`src/rtl/audio_fifo_pkg.sv`:
```
package audio_fifo_pkg;

    localparam int SAMPLE_W     = 32;
    localparam int QUEUE_DEPTH  = 16;
    localparam int REG_ADDR_W   = 8;
    localparam int REG_W        = 32;
    localparam int ERR_BIT      = 4;

    localparam logic [REG_ADDR_W-1:0] OFS_TX_STATUS = 8'h10;
    localparam logic [REG_ADDR_W-1:0] OFS_RX_STATUS = 8'h14;

    typedef struct packed {
        logic tx;
        logic rx;
    } err_pair_t;

    typedef enum logic [1:0] {
        SEL_NONE = 2'd0,
        SEL_TX   = 2'd1,
        SEL_RX   = 2'd2
    } reg_sel_e;

    function automatic reg_sel_e decode_offset(input logic [REG_ADDR_W-1:0] ofs);
        if (ofs == OFS_TX_STATUS)      return SEL_TX;
        else if (ofs == OFS_RX_STATUS) return SEL_RX;
        else                           return SEL_NONE;
    endfunction

    function automatic logic [REG_W-1:0] status_word(input logic flag);
        logic [REG_W-1:0] w;
        w = '0;
        w[ERR_BIT] = flag;
        return w;
    endfunction

endpackage

```
`src/rtl/sample_fifo.sv`:
```
module sample_fifo #(
    parameter int WIDTH = 32,
    parameter int DEPTH = 16
) (
    input  logic             clk,
    input  logic             rst,
    input  logic             push,
    input  logic [WIDTH-1:0] din,
    input  logic             pop,
    output logic [WIDTH-1:0] head,
    output logic             full,
    output logic             empty
);
    localparam int IDX_W = $clog2(DEPTH);
    localparam int PTR_W = IDX_W + 1;

    logic [WIDTH-1:0] store [DEPTH];
    logic [PTR_W-1:0] wr_ptr, rd_ptr;
    logic             do_push, do_pop;

    assign empty   = (wr_ptr == rd_ptr);
    assign full    = (wr_ptr[IDX_W-1:0] == rd_ptr[IDX_W-1:0]) &&
                     (wr_ptr[IDX_W] != rd_ptr[IDX_W]);
    assign do_push = push && !full;
    assign do_pop  = pop && !empty;
    assign head    = store[rd_ptr[IDX_W-1:0]];

    always_ff @(posedge clk) begin
        if (rst) begin
            wr_ptr <= '0;
            rd_ptr <= '0;
        end else begin
            if (do_push) wr_ptr <= wr_ptr + 1'b1;
            if (do_pop)  rd_ptr <= rd_ptr + 1'b1;
        end
    end

    always_ff @(posedge clk) begin
        if (do_push) store[wr_ptr[IDX_W-1:0]] <= din;
    end

    // the two queue conditions exclude each other
    a_r11_not_full_and_empty: assert property (@(posedge clk) disable iff (rst)
        !(full && empty));
    // a push into a full queue leaves the write pointer still
    a_r5_full_push_frozen: assert property (@(posedge clk) disable iff (rst)
        (push && full) |=> $stable(wr_ptr));
    // a pop from an empty queue leaves the read pointer still
    a_r3_empty_pop_frozen: assert property (@(posedge clk) disable iff (rst)
        (pop && empty) |=> $stable(rd_ptr));
    // an accepted push always leaves something queued
    a_r11_push_not_empty: assert property (@(posedge clk) disable iff (rst)
        (push && !full && !pop) |=> !empty);
endmodule

```
`src/rtl/sticky_err_flag.sv`:
```
module sticky_err_flag (
    input  logic clk,
    input  logic rst,
    input  logic set_evt,
    input  logic clr_req,
    output logic flag
);
    always_ff @(posedge clk) begin
        if (rst)          flag <= 1'b0;
        else if (set_evt) flag <= 1'b1;
        else if (clr_req) flag <= 1'b0;
    end

    // an event wins over a clear in the same cycle
    a_r7_set_wins: assert property (@(posedge clk) disable iff (rst)
        set_evt |=> flag);
    // a lone clear drops the flag
    a_r6_clear_drops: assert property (@(posedge clk) disable iff (rst)
        (clr_req && !set_evt) |=> !flag);
    // with neither input active the flag holds
    a_r6_flag_holds: assert property (@(posedge clk) disable iff (rst)
        (!clr_req && !set_evt) |=> $stable(flag));
endmodule

```
`src/rtl/audio_fifo_pair.sv`:
```
module audio_fifo_pair
    import audio_fifo_pkg::*;
#(
    parameter int DATA_W = SAMPLE_W,
    parameter int DEPTH  = QUEUE_DEPTH
) (
    input  logic                  clk,
    input  logic                  rst,
    input  logic                  tx_wr_en,
    input  logic [DATA_W-1:0]     tx_wr_data,
    output logic                  tx_full,
    input  logic                  link_tx_req,
    output logic [DATA_W-1:0]     link_tx_data,
    input  logic                  link_rx_valid,
    input  logic [DATA_W-1:0]     link_rx_data,
    input  logic                  rx_rd_en,
    output logic [DATA_W-1:0]     rx_rd_data,
    output logic                  rx_empty,
    input  logic                  reg_wr_en,
    input  logic [REG_ADDR_W-1:0] reg_addr,
    input  logic [REG_W-1:0]      reg_wdata,
    output logic [REG_W-1:0]      reg_rdata
);
    logic [DATA_W-1:0] tx_head, rx_head;
    logic              tx_empty, rx_full;
    err_pair_t         err_set, err_clr, err_q;
    reg_sel_e          wr_sel, rd_sel;

    sample_fifo #(.WIDTH(DATA_W), .DEPTH(DEPTH)) u_tx_q (
        .clk(clk), .rst(rst),
        .push(tx_wr_en), .din(tx_wr_data),
        .pop(link_tx_req), .head(tx_head),
        .full(tx_full), .empty(tx_empty)
    );

    sample_fifo #(.WIDTH(DATA_W), .DEPTH(DEPTH)) u_rx_q (
        .clk(clk), .rst(rst),
        .push(link_rx_valid), .din(link_rx_data),
        .pop(rx_rd_en), .head(rx_head),
        .full(rx_full), .empty(rx_empty)
    );

    // Output holding registers: underrun and empty reads keep the old value
    always_ff @(posedge clk) begin
        if (rst) begin
            link_tx_data <= '0;
            rx_rd_data   <= '0;
        end else begin
            if (link_tx_req && !tx_empty) link_tx_data <= tx_head;
            if (rx_rd_en && !rx_empty)    rx_rd_data   <= rx_head;
        end
    end

    assign wr_sel     = decode_offset(reg_addr);
    assign rd_sel     = decode_offset(reg_addr);
    assign err_set.tx = link_tx_req && tx_empty;
    assign err_set.rx = link_rx_valid && rx_full;
    assign err_clr.tx = reg_wr_en && (wr_sel == SEL_TX) && reg_wdata[ERR_BIT];
    assign err_clr.rx = reg_wr_en && (wr_sel == SEL_RX) && reg_wdata[ERR_BIT];

    sticky_err_flag u_tx_err (
        .clk(clk), .rst(rst), .set_evt(err_set.tx), .clr_req(err_clr.tx), .flag(err_q.tx)
    );
    sticky_err_flag u_rx_err (
        .clk(clk), .rst(rst), .set_evt(err_set.rx), .clr_req(err_clr.rx), .flag(err_q.rx)
    );

    always_comb begin
        unique case (rd_sel)
            SEL_TX:  reg_rdata = status_word(err_q.tx);
            SEL_RX:  reg_rdata = status_word(err_q.rx);
            default: reg_rdata = '0;
        endcase
    end

    // an underrun request repeats the previous sample
    a_r3_underrun_repeats: assert property (@(posedge clk) disable iff (rst)
        (link_tx_req && tx_empty) |=> $stable(link_tx_data));
    // reading an empty receive queue holds the read data
    a_r10_empty_read_holds: assert property (@(posedge clk) disable iff (rst)
        (rx_rd_en && rx_empty) |=> $stable(rx_rd_data));
    // only the flag bit can ever be non-zero
    a_r8_reserved_zero: assert property (@(posedge clk) disable iff (rst)
        (reg_rdata & ~(REG_W'(1) << ERR_BIT)) == '0);
    // a write into a full transmit queue, without a drain, keeps it full
    a_r9_full_write_ignored: assert property (@(posedge clk) disable iff (rst)
        (tx_wr_en && tx_full && !link_tx_req) |=> tx_full);
endmodule

```
`config.mk`:
```
export PLATFORM = sky130hd
export DESIGN_NAME = audio_fifo_pair
export DESIGN_NICKNAME = d
export VERILOG_FILES = /design/src/rtl/audio_fifo_pkg.sv /design/src/rtl/sample_fifo.sv /design/src/rtl/sticky_err_flag.sv /design/src/rtl/audio_fifo_pair.sv
export SDC_FILE = /design/constraint.sdc
export NUM_CORES = 1
export LEC_CHECK = 0
export BUFFER_PORTS_ARGS = -buffer_cell sky130_fd_sc_hd__buf_2
export CORE_MARGIN = 5
export CORE_UTILIZATION = 58
export CTS_CLUSTER_DIAMETER = 30
export CTS_CLUSTER_SIZE = 14
export DETAILED_ROUTE_END_ITERATION = 6
export PLACE_DENSITY = 0.76
export SLEW_MARGIN = 5
export SYNTH_ARGS = -nofsm -noshare
export SYNTH_HDL_FRONTEND = slang
export SYNTH_HIERARCHICAL = 1
export SYNTH_SLANG_ARGS = --single-unit
```
`constraint.sdc`:
```
create_clock -name clk -period 4.6 [get_ports clk]
set_input_delay 0.92 -clock clk [delete_from_list [all_inputs] [get_ports clk]]
set_output_delay 0.92 -clock clk [all_outputs]
set_load 0.05 [all_outputs]
```
# Yosys cells after proc, flatten, opt, wreduce, memory -nomap -nowiden

Memory sizes are Yosys's and may differ from the RTL's. A register that Yosys moved wholly into a read port is not among the register bits.
Index checks and enable logic that the tools add are counted.
W data, S select, Z words.

Add/sub/neg operators: 4
$mul: 0
Div/mod/pow operators: 0
Magnitude comparators: 0
Equal/unequal tests: 10
Shift operators: 0
Multiplexer cells: 11
Bitwise operators: 0
Reduce and logical (&&, ||, !) cells: 18

Operators with widths:

| operator              | count |
|---|---|
| $add A5 B1 Y5 const B | 4 |
| $eq A8 B5 Y1 const B  | 2 |
| $logic_and A1 B1 Y1   | 12 |
| $eq A5 B5 Y1          | 2 |
| $pmux W5 S2           | 1 |
| $eq A4 B4 Y1          | 2 |
| $mux W1               | 8 |
| $logic_not A1 Y1      | 4 |
| $mux W2               | 2 |
| $reduce_bool A2 Y1    | 2 |
| $eq A2 B1 Y1 const B  | 1 |
| $eq A2 B2 Y1 const B  | 1 |
| $ne A1 B1 Y1          | 2 |

Register bits: 22
Latch bits: 0
Memory bits (writable): 1024
Bits in read-only memories: 0
Output and inout port bits: 98
Word-level logic and storage cells: 51
Memories: 2

Memories:

| name         | words | bits a word | read ports | clocked after memory_dff | write ports | line              | text |
|---|---|---|---|---|---|---|---|
| u_rx_q.store | 16    | 32          | 1          | 1                        | 1           | sample_fifo.sv:17 | `logic [WIDTH-1:0] store [DEPTH];` |
| u_tx_q.store | 16    | 32          | 1          | 1                        | 1           | sample_fifo.sv:17 |  |

# Depth between registers and ports, before layout

Gate-level depths: netlist of run 1.

Word-level depth: 8
Mapped depth: 10

# By module

The synthesis of run 1 kept the hierarchy.

Modules (own cells, without submodules):

| module          | instances | cells each | area each (um^2) | sequential area each (um^2) |
|---|---|---|---|---|
| sample_fifo     | 2         | 813        | 20261.9          | 15655.0 |
| audio_fifo_pair | 1         | 324        | 2611.3           | 1281.2 |
| sticky_err_flag | 2         | 4          | 38.8             | 20.0 |

# Worst setup path before layout of run 1

No wires, ideal clock.

Path kind: in2reg
From: input port link_rx_valid
To: register u_rx_q.wr_ptr[4]
Arrival: 3074 ps
Data required time: 4477 ps
Path slack: 1403 ps
Stages: 3
Path buffers: 0
Cells stage by stage: nand3_1 a21oi_1 mux2_2

Cells in the longest elaborated chain, start to end: 1

RTL lines:

| element                | line                  | text |
|---|---|---|
| start: declaration     | audio_fifo_pair.sv:14 | `input logic link_rx_valid,` |
| $logic_and A1 B1 Y1    | sample_fifo.sv:24     | `assign do_push = push && !full;` |
| end signal: assignment | sample_fifo.sv:33     | `if (do_push) wr_ptr <= wr_ptr + 1'b1;` |
| end: declaration       | sample_fifo.sv:18     | `logic [PTR_W-1:0] wr_ptr, rd_ptr;` |

No other way between the ends.
A chain may end at the register's enable or synchronous reset.

# Worst setup path in the final report of run 1

From: register u_rx_q.wr_ptr[2]
To: output port rx_empty

Cells in the longest elaborated chain, start to end: 1

RTL lines:

| element          | line                  | text |
|---|---|---|
| $eq A5 B5 Y1     | sample_fifo.sv:21     | `assign empty = (wr_ptr == rd_ptr);` |
| end: declaration | audio_fifo_pair.sv:18 | `output logic rx_empty,` |

No other way between the ends.

==> results of run 1 <==
==> layout make-up <==
type	instances	area, um^2	area share
clock inverters	120	1610	0.0315
repair buffers	192	1140	0.0224
well taps	969	1210	0.0238
inverters	20	75.1	0.00147
flip-flops and latches	1118	32700	0.641
multi-input cells	718	9770	0.192
diodes	10	25.0	0.000491
clock buffers	198	4440	0.0873
==> registers in the layout, indices dropped and copies added, names as in the netlist, named ones only <==
name           flops
u_rx_err/flag      1
u_tx_err/flag      1
u_tx_q/rd_ptr      5
u_rx_q/rd_ptr      5
u_rx_q/wr_ptr      5
u_tx_q/wr_ptr      5
link_tx_data      32
u_tx_q/store     512
u_rx_q/store     512
rx_rd_data        32
==> placed cells by master (no fill, tap or decap), drive strengths merged, types with 25 or more instances in the layout <==
cell    Yosys  final
edfxtp   1024   1024
mux4      320    320
clkbuf     29    198
buf       103    192
nand2     136    136
dfxtp      94     94
a21oi      76     76
clkinv      2     60
inv        18     35
conb        1     31
bufinv      0     25
==> worst register-to-register path, cell delays in order (launching register included) <==
cell,delay [ps]
dfxtp_1,540
xnor2_1,140
and4_1,340
a21boi_2,520
and4_2,820
buf_4,430
==> cell families after synthesis <==
group,after synthesis,share of synthesized area
AND/OR/NAND/NOR,224,0.0243
buffers and inverters,152,0.0232
XOR/XNOR,12,0.00243
adder cells (fa/ha/maj),10,0.00290
other,1,0.0000868
multiplexers,335,0.176
AO/OA/AOI/OAI,106,0.0158
flip-flops,1118,0.755
==> synthesized netlist by cell type (all sizes together), types with 2 or more instances <==
library cell / n
edfxtp: 1024
mux4: 320
nand2: 136
buf: 103
dfxtp: 94
a21oi: 76
clkbuf: 29
and3: 24
inv: 18
nor2: 18
and4: 12
ha: 10
mux2: 10
xnor2: 10
nand4: 8
nor2b: 8
o311ai: 8
mux2i: 5
nand3: 5
a211oi: 4
a311o: 4
and2: 4
o21ai: 4
a211o: 2
a21boi: 2
clkinv: 2
nand2b: 2
nor3: 2
nor4: 2
o2111ai: 2
o211ai: 2
o31ai: 2
or2b: 2
xor2: 2
==> worst min path at each step <==
stage | endpoint | startpoint | slack (ps)
floorplan | u_tx_err/flag$_SDFFE_PP0P_ | u_tx_err/flag$_SDFFE_PP0P_ | 460
global placement | rx_rd_data[29]$_SDFFE_PP0P_ | rx_rd_data[29]$_SDFFE_PP0P_ | 450
detailed placement | rx_rd_data[11]$_SDFFE_PP0P_ | rx_rd_data[11]$_SDFFE_PP0P_ | 440
CTS | rx_rd_data[11]$_SDFFE_PP0P_ | rx_rd_data[11]$_SDFFE_PP0P_ | 450
global route | rx_rd_data[24]$_SDFFE_PP0P_ | rx_rd_data[24]$_SDFFE_PP0P_ | 470
finish | rx_rd_data[11]$_SDFFE_PP0P_ | rx_rd_data[11]$_SDFFE_PP0P_ | 450
==> power groups by stage <==
stage / Combinational (uW) / Clock (uW) / Sequential [uW]
3_5_place_dp: 2900 / 0 / 11800
3_3_place_gp: 2860 / 0 / 11800
2_1_floorplan: 2090 / 0 / 12000
4_1_cts: 2980 / 13400 / 11600
6_report: 2950 / 13300 / 11600
5_1_grt: 3130 / 14000 / 11600
==> layer usage <==
layer	wire length [um]	share of wire	track usage
met5	34	0.00034	0
met3	7730	0.076	0.0553
met1	36100	0.36	0.312
met2	55000	0.54	0.452
met4	2270	0.022	0.0738
==> through the flow <==
step                area, um^2   util
finish                   50900  0.686
global placement         44800  0.604
global route             50900  0.686
detailed placement       44800  0.604
CTS                      50900  0.686
floorplan                43300      -
==> flow_summary.ini, run 1 <==
[power]
power_uw = 27800
cellLeakagePower_uw = 0.0166
ir_worst_vdd_v = 0.000480
p_sw_frac = 0.242
p_comb_frac = 0.106
pwr-share-clk = 0.478
switching_power_uw = 6740
power_density_nw_per_um2 = 546
seq_power_share = 0.416
p_int_uw = 21100

[critical_path]
reg2reg_depth = 5
r2r_start = u_rx_q/wr_ptr[2]$_SDFFE_PP0P_
cp_num_buf_inv = 2
endpoint = rx_empty
crit_type = flip-flop to primary output
crit_start = u_rx_q/wr_ptr[2]$_SDFFE_PP0P_
regToRegSetupSlack_ps = 1470
worstPathRequired_ps = 3680
cp_max_fo = 11
slowest_delay_ps = 540
path_cells = xnor2_1, and4_1, nand2_1, inv_1, buf_2
cp-end-kind = primary output
rr_endpoint = u_rx_q/store[5][5]$_DFFE_PP_
cp_top_family = simple AND/OR/NAND/NOR gates
slowest_stage = dfxtp_1
cp_num_cells = 5
worstSetupStartpointType = flip-flop
cp.arrival_ps = 2550

[die]
pin_count = 209
initial_core_util = 0.582
die_x_um = 283
die_h_um = 283
die_area_um2 = 80100
fp.coreArea_um2 = 74200
fp-row-count = 100

[global_routing]
grt_pass1_wl_um = 149000
track_usage = 0.252
grt_pass1_vias = 22520
grt_overflow = 0
antenna_found_initial = 12
grt_max_degree = 65

[placed_design]
routabilityCongestion = 0.751
place_inst = 3017
dp.final_hpwl_um = 49100
place_ws_ps = 1480
port_buffers = 146

[sta]
finalCriticalPeriod_ps = 3470
fin_ws_ps = 1130
fmax_mhz = 288
report.final.setup_viol = 0
final.period_utilization = 0.754
fin_hold_ws_ps = 449
tns_ps = 0
rsz0062_at_grt = no
hold_viol = 0
slew_headroom = 0.191
tightest_slew_ps = 1210
clock_skew_ps = 60.7
slew_violations = 0

[detailed_routing]
postRouteAntennaNets = 0
routed_via_density = 6.40
drtIter0Drc = 2260
wl_per_cell_um = 30.2
routed_wirelength_um = 101000
drcViolationCount = 0
via_count = 21395
drt_pass1_iterations = 5

[yosys]
synth_cells = 1958
ys_seq_area_frac = 0.755
synth_area_leaders = edfxtp_1, mux4_2, dfxtp_1, mux4_1, nand2_1
ys_types = 45
ys_ff_latch = 1118
synth_top_area_frac = 0.712
async_flop_share = 0
ys_warn_count = 6
synth_top_area_cell = edfxtp_1
synth_edf_count = 1024
synth.cell_area_um2 = 43200
synthFlopType = edfxtp_1
synth.avg_cell_area_um2 = 22.1

[layout]
area_growth_pct = 17.8
nFillCells = 4342
finalNonFillerCells = 3345
nets = 2342
drive_above_1_share = 0.339

[cts]
cts_buffers = 171
clockBufferDepth = 3
hold_buffers = 0
clock_latency_ps = 760
cts_repair_resize_count = 0
htreeDepth = 4
clk_pin_slew_ps = 50
root_buffer = clkbuf_16
post_cts_buffers = 0
cts.sinks = 1118
tritoncts = done

[flow_run]
cap_viol_max_count = 0

[outcome]
outcome = complete, no violations

[worst_hold_path]
hold_depth = 2
min_path_type = flip-flop to flip-flop
Power figures use the tool's default switching activity.
==> inputs of run 2 (changes only) <==
Settings changed: ABC_AREA from default to 1.
Clock period 4.6 ns to 3.6 ns, I/O delays scaled along.
==> flow_summary.ini, run 2 <==
[outcome]
outcome = complete, no violations

[global_routing]
grt_max_degree = 109
grt_pass1_wl_um = 167000
track_usage = 0.249
grt_pass1_vias = 29880
antenna_found_initial = 15
grt_overflow = 0

[placed_design]
placed_area_um2 = 48500
dp.final_hpwl_um = 59100
routabilityCongestion = 0.784
place_ws_ps = 994
place_inst = 4903
port_buffers = 146

[critical_path]
regToRegSetupSlack_ps = 970
worstSetupStartpointType = flip-flop
cp_num_buf_inv = 3
slowest_delay_ps = 430
cp_max_fo = 14
cp.arrival_ps = 2200
cp-end-kind = primary output
slowest_stage = dfxtp_1
cp_top_family = simple AND/OR/NAND/NOR gates
crit_type = flip-flop to primary output
worstPathRequired_ps = 2880
path_cells = inv_1, nand2_1, nand2_2, nor2_4, nand3_2, inv_2, buf_2

[sta]
rsz0062_at_grt = no
report.final.setup_viol = 0
final.period_utilization = 0.812
hold_viol = 0
fmax_mhz = 342
clock_skew_ps = 38.9
tightest_slew_ps = 1000
slew_violations = 0
fin_ws_ps = 678
finalCriticalPeriod_ps = 2920
tns_ps = 0
slew_headroom = 0.332

[power]
ir_worst_vdd_v = 0.000638
cellLeakagePower_uw = 0.0202
power_density_nw_per_um2 = 662

[yosys]
synth_top_area_frac = 0.656
synth.cell_area_um2 = 46900
async_flop_share = 0
ys_types = 29
yosysMostFrequentCell = edfxtp_1
ys_top_cells_by_count = edfxtp_1, inv_1, nand2_1
synth.avg_cell_area_um2 = 12.2
synth_top_area_cell = edfxtp_1
synth_cells = 3842
synthFlopType = edfxtp_1
synth_edf_count = 1024
ys_ff_latch = 1118
synth_area_leaders = edfxtp_1, inv_1, nand3_1, nand2_1, o211ai_1
ys_warn_count = 6
ys_seq_area_frac = 0.696

[cts]
cts_buffers = 184
cts_repair_resize_count = 0
post_cts_buffers = 0
clock_latency_ps = 760
root_buffer = clkbuf_16
tritoncts = done
cts.sinks = 1118
clockBufferDepth = 3
clk_pin_slew_ps = 50
hold_buffers = 0
htreeDepth = 4

[worst_hold_path]
min_path_type = input pin to flip-flop

[detailed_routing]
drtIter0Drc = 3308
routed_via_density = 5.73
drt_pass1_iterations = 5
via_count = 30124
postRouteAntennaNets = 0
wl_per_cell_um = 20.9
drcViolationCount = 0
routed_wirelength_um = 110000

[layout]
mostFrequentLayoutCells = edfxtp_1, inv_1, nand2_1, nand3_1, o211ai_1
drive_above_1_share = 0.198
nets = 4150
area_growth_pct = 17.2
final_core_util = 0.683
stdcell_area_um2 = 54900
mostFrequentLayoutCell = edfxtp_1
finalNonFillerCells = 5256

[die]
die_area_um2 = 86600
pin_count = 209
fp.coreArea_um2 = 80400
die_x_um = 294
initial_core_util = 0.583
fp-row-count = 104
die_h_um = 294

[flow_run]
cap_viol_max_count = 0
-- run 2: cell types whose count changed after synthesis, sizes merged, moves of 10 or more --
cell	previous run	this run
inv	18	569
mux2	10	0
and4	12	0
mux4	320	0
a21oi	76	342
o21ai	4	256
buf	103	197
o211ai	2	256
nor2	18	73
nand2	136	537
and3	24	0
nand3	5	410
clkbuf	29	67
-- run 2: worst register-to-register path, stage by stage (launching register included) --
cell and delay (ps):
dfxtp_1 350, inv_1 140, nand2_1 70, nand2_1 80
nor2_2 50, nand3_2 230, nand2_1 110, inv_2 80
nand2_1 220, nor2_4 650, buf_4 360
-- run 2: cell type report --
cell class                      instances  area (um^2)
Clock buffer                          200         4740
Sequential cell                      1118        32700
Clock inverter                        144         1700
Antenna cell                            9         22.5
Inverter                              571         2150
Multi-Input combinational cell       1919        10600
Timing Repair Buffer                  235         1760
Fill cell                            5197        25500
Tap cell                             1060         1330
-- run 2: stage by stage --
stage	hold WS (ps)	total power (uW)
4_1_cts	289	36600
3_5_place_dp	453	18700
2_1_floorplan	442	17900
5_1_grt	306	37600
6_report	332	36400
3_3_place_gp	448	18600
-- run 2: kinds of logic (layout without fill, tap and decap cells) --
kind of cell / after synthesis / count (layout) / synth area share
AO/OA/AOI/OAI: 854 / 854 / 0.121
XOR/XNOR: 2 / 2 / 0.000374
adder cells (fa/ha/maj): 10 / 10 / 0.00267
buffers and inverters: 835 / 1150 / 0.0855
flip-flops: 1118 / 1118 / 0.696
other: 1 / 40 / 0.0000800
AND/OR/NAND/NOR: 1022 / 1022 / 0.0945
-- run 2: final timing paths --
kind                                       from                       endpoint  cells past startpoint
setup reg to reg  u_tx_q/wr_ptr[1]$_SDFFE_PP0P_   u_tx_q/store[2][8]$_DFFE_PP_                     10
setup / recovery  u_tx_q/wr_ptr[2]$_SDFFE_PP0P_                        tx_full                      7
hold / removal                   tx_wr_data[13]  u_tx_q/store[4][13]$_DFFE_PP_                      1
hold reg to reg     rx_rd_data[26]$_SDFFE_PP0P_    rx_rd_data[26]$_SDFFE_PP0P_                      2
-- run 2: metal layers --
layer / global-route usage / up-vias / part of all wire / wire [um]
li1: - / 13837 / - / -
met1: 0.333 / 14702 / 0.40 / 43700
met3: 0.0487 / 226 / 0.080 / 8830
met5: 0 / - / 0.00037 / 41
met2: 0.411 / 1353 / 0.49 / 54000
met4: 0.0926 / 6 / 0.029 / 3180
-- run 2: power by group --
group	total [uW]	leakage (uW)	internal [uW]	switching [uW]
sequential	14600	0.0100	14400	200
combinational	3890	0.00707	1180	2710
clock	17900	0.00310	11500	6310
total	36400	0.0202	27200	9220
